[config.mk]
export PLATFORM = sky130hd
export DESIGN_NAME = tx_jabber_guard
export DESIGN_NICKNAME = d
export VERILOG_FILES = /design/src/rtl/jab_pkg.sv /design/src/rtl/jab_tick_gen.sv /design/src/rtl/jab_span_counter.sv /design/src/rtl/jab_fsm.sv /design/src/rtl/tx_jabber_guard.sv
export SDC_FILE = /design/constraint.sdc
export NUM_CORES = 1
export LEC_CHECK = 0
export ABC_AREA = 1
export BUFFER_PORTS_ARGS = -buffer_cell sky130_fd_sc_hd__buf_4
export CAP_MARGIN = 40
export CELL_PAD_IN_SITES_DETAIL_PLACEMENT = 0
export CELL_PAD_IN_SITES_GLOBAL_PLACEMENT = 1
export CORE_MARGIN = 3
export CORE_UTILIZATION = 45
export DETAILED_ROUTE_END_ITERATION = 16
export PLACE_DENSITY_LB_ADDON = 0.1
export SYNTH_ARGS = -nofsm -noshare
export SYNTH_HDL_FRONTEND = slang
export SYNTH_SLANG_ARGS = --single-unit
[constraint.sdc]
create_clock -name clk -period 1.65 [get_ports clk]
set_clock_uncertainty 0.1 [all_clocks]
set_input_delay 0.33 -clock clk [delete_from_list [all_inputs] [get_ports clk]]
set_output_delay 0.33 -clock clk [all_outputs]
set_load 0.01 [all_outputs]
[src/rtl/jab_pkg.sv]
package jab_pkg;
    typedef enum logic [1:0] {
        ST_WATCH  = 2'd0,
        ST_JABBER = 2'd1,
        ST_UNJAB  = 2'd2
    } jab_state_t;
endpackage

[src/rtl/jab_tick_gen.sv]
module jab_tick_gen #(
    parameter int TICK_CLKS = 50000
) (
    input  logic clk,
    input  logic rst_n,
    output logic tick
);
    localparam int PW = $clog2(TICK_CLKS + 1);

    logic [PW-1:0] pcnt;

    assign tick = (pcnt == PW'(TICK_CLKS - 1));

    always_ff @(posedge clk or negedge rst_n) begin
        if (!rst_n) begin
            pcnt <= '0;
        end else if (tick) begin
            pcnt <= '0;
        end else begin
            pcnt <= pcnt + PW'(1);
        end
    end
endmodule

[src/rtl/jab_span_counter.sv]
module jab_span_counter #(
    parameter int TERM = 100
) (
    input  logic clk,
    input  logic rst_n,
    input  logic clear,
    input  logic advance,
    output logic at_last
);
    localparam int CW = $clog2(TERM + 1);

    logic [CW-1:0] cnt;

    assign at_last = (cnt == CW'(TERM - 1));

    always_ff @(posedge clk or negedge rst_n) begin
        if (!rst_n) begin
            cnt <= '0;
        end else if (clear) begin
            cnt <= '0;
        end else if (advance) begin
            cnt <= at_last ? '0 : cnt + CW'(1);
        end
    end
endmodule

[src/rtl/jab_fsm.sv]
module jab_fsm
    import jab_pkg::*;
(
    input  logic       clk,
    input  logic       rst_n,
    input  logic       tx_req,
    input  logic       flag_clr,
    input  logic       trip,
    input  logic       rel_done,
    output jab_state_t state,
    output logic       tx_drv_en,
    output logic       jab_col,
    output logic       jab_flag
);
    jab_state_t nxt;

    always_comb begin
        nxt = state;
        unique case (state)
            ST_WATCH:  if (trip) nxt = ST_JABBER;
            ST_JABBER: if (!tx_req) nxt = ST_UNJAB;
            ST_UNJAB: begin
                if (tx_req) begin
                    nxt = ST_JABBER;
                end else if (rel_done) begin
                    nxt = ST_WATCH;
                end
            end
            default:   nxt = ST_WATCH;
        endcase
    end

    always_ff @(posedge clk or negedge rst_n) begin
        if (!rst_n) begin
            state <= ST_WATCH;
        end else begin
            state <= nxt;
        end
    end

    always_ff @(posedge clk or negedge rst_n) begin
        if (!rst_n) begin
            tx_drv_en <= 1'b1;
            jab_col   <= 1'b0;
            jab_flag  <= 1'b0;
        end else begin
            tx_drv_en <= (nxt == ST_WATCH);
            jab_col   <= (nxt != ST_WATCH);
            if (state == ST_WATCH && trip) begin
                jab_flag <= 1'b1;
            end else if (flag_clr) begin
                jab_flag <= 1'b0;
            end
        end
    end
endmodule

[src/rtl/tx_jabber_guard.sv]
module tx_jabber_guard
    import jab_pkg::*;
#(
    parameter int TICK_CLKS     = 50000,
    parameter int LIMIT_TICKS   = 100,
    parameter int RELEASE_TICKS = 500
) (
    input  logic clk,
    input  logic rst_n,
    input  logic tx_req,
    input  logic flag_clr,
    output logic tx_drv_en,
    output logic jab_col,
    output logic jab_flag
);
    logic       tick;
    logic       len_last;
    logic       rel_last;
    logic       trip;
    logic       rel_done;
    logic       len_run;
    logic       rel_run;
    jab_state_t state;

    jab_tick_gen #(.TICK_CLKS(TICK_CLKS)) u_tick (
        .clk   (clk),
        .rst_n (rst_n),
        .tick  (tick)
    );

    assign len_run = (state == ST_WATCH) && tx_req;
    assign rel_run = (state == ST_UNJAB) && !tx_req;

    jab_span_counter #(.TERM(LIMIT_TICKS)) u_len (
        .clk     (clk),
        .rst_n   (rst_n),
        .clear   (!len_run),
        .advance (tick),
        .at_last (len_last)
    );

    jab_span_counter #(.TERM(RELEASE_TICKS)) u_rel (
        .clk     (clk),
        .rst_n   (rst_n),
        .clear   (!rel_run),
        .advance (tick),
        .at_last (rel_last)
    );

    assign trip     = len_run && tick && len_last;
    assign rel_done = rel_run && tick && rel_last;

    jab_fsm u_fsm (
        .clk       (clk),
        .rst_n     (rst_n),
        .tx_req    (tx_req),
        .flag_clr  (flag_clr),
        .trip      (trip),
        .rel_done  (rel_done),
        .state     (state),
        .tx_drv_en (tx_drv_en),
        .jab_col   (jab_col),
        .jab_flag  (jab_flag)
    );
endmodule


==> results.tsv <==
stage	metric	value	unit
flow_run	max-cap-violations	0	
clock_network	clk_pin_slew_worst_paths	0.08	ns
global_route	grt_start_max_net_pins	38	
finish	final_cells	356	
yosys	synthAdderAreaFrac	1.79	%
yosys	synth_mux_area_share	0	%
yosys	syn-instance-count	282	
yosys	synth-edff-count	0	
global_route	overflow	0	
yosys	ys_async_sr_fraction	100	%
finish	finalNetCount	310	
yosys	yosysSeqAreaShare	44.2	%
sta	max_slew_margin	68.0	%
floorplan	start_util	47.2	%
floorplan	core_area	4440	um2
global_route	grt_pass1_vias	1749	
clock_network	cts_buffer_depth	2	
clock_network	clkLatencyLatePin	0.29	ns
pwr	p_total	2.13	mW
floorplan	fp.dieW	74.3	um
finish	diodes	0	
global_route	antenna_found_initial	0	
sta	finalCritPeriodShare	91.1	%
detailed_routing	ant_nets	0	
yosys	ys.flop_type	dfrtp_1	
clock_network	cts.htree.levels	2	
status	outcome	finished, final reports clean	
detailed_routing	drt-pass1-iter-count	4	
clock_network	numClockSinks	37	
detailed_routing	routedWlPerCell	11.9	um
sta	max_clock_freq	666	MHz
placed_design	post-place-cells	346	
pwr	p_leak	1.20	nW
placed_design	dp_hpwl	3200	um
sta	fin_crit	1.50	ns
finish	area_growth	15.1	%
placed_design	gp_congestion	0.873	
floorplan	pin_count	7	
detailed_routing	drtIter0Drc	77	
floorplan	die_y	74.3	um
worst_setup_path	end_kind	flip-flop	
worst_setup_path	critPathMaxFanout	3	
worst_setup_path	start_kind	flip-flop	
detailed_routing	vias_per_cell	4.86	
detailed_routing	vias	1730	
sta	finalMaxSlewViolations	0	
yosys	yosysWarnings	0	
yosys	yosys.area_share.xor_xnor	6.67	%
worst_setup_path	required	1.72	ns
global_route	grt_pass1_wl	7630	um
yosys	yosys.area_share.simple	38.2	%
sta	setup_viol	0	
pwr	ir_drop	0.362	mV
sta	max_slew.worst_pin.slew	0.480	ns
worst_hold_path	holdPathStages	2	
global_route	grtUsageTotal	18.2	%
detailed_routing	route.detailed.drc	0	
worst_hold_path	hold_path_class	in2reg	
pwr	powerDensity	882	nW/um2
clock_network	cts_buffers	5	
floorplan	num_rows	24	
yosys	syn-cell-area	2100	um2
worst_setup_path	reg2reg_depth	8	
yosys	syn_avg_cell_area	7.45	um2
yosys	synth_seq_cells	37	
detailed_routing	drt-total-wl	4240	um
placed_design	portBuffers	6	
clock_network	cts_tree	done	
floorplan	fp.dieArea	5520	um2
sta	hold_violations	0	
worst_setup_path	cp.arrival	1.58	ns
yosys	synth_compound_area_share	2.56	%
worst_setup_path	path_class	reg2reg	
clock_network	root_buffer	clkbuf_8	
yosys	synth_nets	289	
yosys	synth_top_family_by_area	simple AND/OR/NAND/NOR gates	
finish	drive_above_1_share	15.5	%
yosys	ys_types	26	
[synth_stat cells (2+ instances only)]
master / instances / share of area, %
nand3_1: 28 / 6.7
nand4_1: 3 / 0.89
nand2_1: 82 / 15
nor3_1: 4 / 0.95
xnor2_1: 4 / 1.7
nand2_4: 2 / 1.1
xor2_1: 12 / 5.0
inv_1: 30 / 5.4
a21oi_1: 2 / 0.48
nor2_2: 2 / 0.60
ha_1: 3 / 1.8
o21ai_1: 2 / 0.48
nand3b_1: 3 / 1.1
inv_2: 6 / 1.1
nor2_1: 46 / 8.2
nand2_2: 3 / 0.89
dfrtp_1: 36 / 43
nor2_4: 2 / 1.1
o21ai_0: 5 / 1.2
[registers in the layout, indices dropped and copies added, names as in the netlist]
signal	cells
u_fsm.jab_col	1
u_fsm.jab_flag	1
u_fsm.state	2
u_fsm.tx_drv_en	1
u_len.cnt	7
u_rel.cnt	9
u_tick.pcnt	16
[logic make-up (layout without fill, tap and decap cells)]
logic type	count (synthesis)	after routing
simple gates	179	179
buf+inv	37	59
flops	37	37
compound gates	10	10
xor+xnor	16	16
fa+ha+maj	3	3
[layer usage]
| layer | up-vias | track usage, % | wire [um] |
|---|---|---|---|
| met4 | 0 | 8.30 | 108 |
| li1 | 919 | - | - |
| met2 | 18 | 31.1 | 2080 |
| met1 | 784 | 22.5 | 1950 |
| met5 | - | 0 | 0 |
| met3 | 9 | 2.84 | 100 |
[through the flow]
step / hold slack [ns] / setup slack [ns] / setup TNS [ns] / utilization [%] / instance area, um2
2_1_floorplan: -0.0656 / 0.192 / 0 / - / 2100
3_3_place_gp: 0.228 / 0.112 / 0 / 50.7 / 2250
3_5_place_dp: 0.230 / 0.0873 / 0 / 50.7 / 2250
4_1_cts: 0.113 / 0.0678 / 0 / 53.7 / 2380
5_1_grt: 0.130 / -0.00247 / -0.00247 / 54.4 / 2420
6_report: 0.124 / 0.147 / 0 / 54.4 / 2420
[power breakdown]
| group | leakage [nW] | switching (mW) | internal, mW |
|---|---|---|---|
| Clock | 0.0574 | 0.338 | 0.492 |
| Combinational | 0.651 | 0.192 | 0.110 |
| Sequential | 0.496 | 0.0431 | 0.958 |
| Total | 1.20 | 0.573 | 1.56 |
[area by class of cell]
type | count | area (um2)
Clock buffer | 6 | 82.6
Clock inverter | 2 | 37.5
Fill cell | 458 | 2030
Inverter | 37 | 139
Multi-Input combinational cell | 208 | 1060
Sequential cell | 37 | 927
Tap cell | 52 | 65.1
Timing Repair Buffer | 14 | 108
[worst max-delay path, cell delays in order, from the launching register on]
cell     delay, ns
dfrtp_1       0.37
ha_1          0.19
buf_4         0.13
nand2_1       0.05
nor2_1        0.14
nand2_1       0.10
nor2_1        0.13
xnor2_1       0.13
nor2_1        0.05
[cell usage in the layout, fill, tap and decap left out, types with 5 or more instances in the layout]
cell,netlist,routed
dfrtp_1,36,36
clkbuf_8,0,6
inv_2,6,6
nor2_1,46,43
nand2_1,82,81
xor2_1,12,12
o21ai_0,5,5
inv_1,30,30
buf_4,0,13
nand3_1,28,27
[timing repair]
action	in CTS	in global routing
hold buffers	1	0
setup buffers	0	1
setup endpoints to repair	0	17
hold endpoints to repair	36	0
gates resized for setup	0	7
[worst paths after layout]
| check | slack, ns | end | from |
|---|---|---|---|
| setup / recovery | 0.15 | u_tick.pcnt[14]$_DFF_PN0_ | u_tick.pcnt[0]$_DFF_PN0_ |
| hold / removal | 0.12 | u_fsm.jab_flag$_DFFE_PN0P_ | flag_clr |
| setup reg to reg | 0.15 | u_tick.pcnt[14]$_DFF_PN0_ | u_tick.pcnt[0]$_DFF_PN0_ |
| hold reg to reg | 0.36 | u_tick.pcnt[0]$_DFF_PN0_ | u_tick.pcnt[0]$_DFF_PN0_ |
| max in group asynchronous | 0.65 | u_fsm.tx_drv_en$_DFF_PN1_ | rst_n |
| min in group asynchronous | 0.44 | u_tick.pcnt[5]$_DFF_PN0_ | rst_n |
No activity file was read; power rests on OpenSTA's default activity.
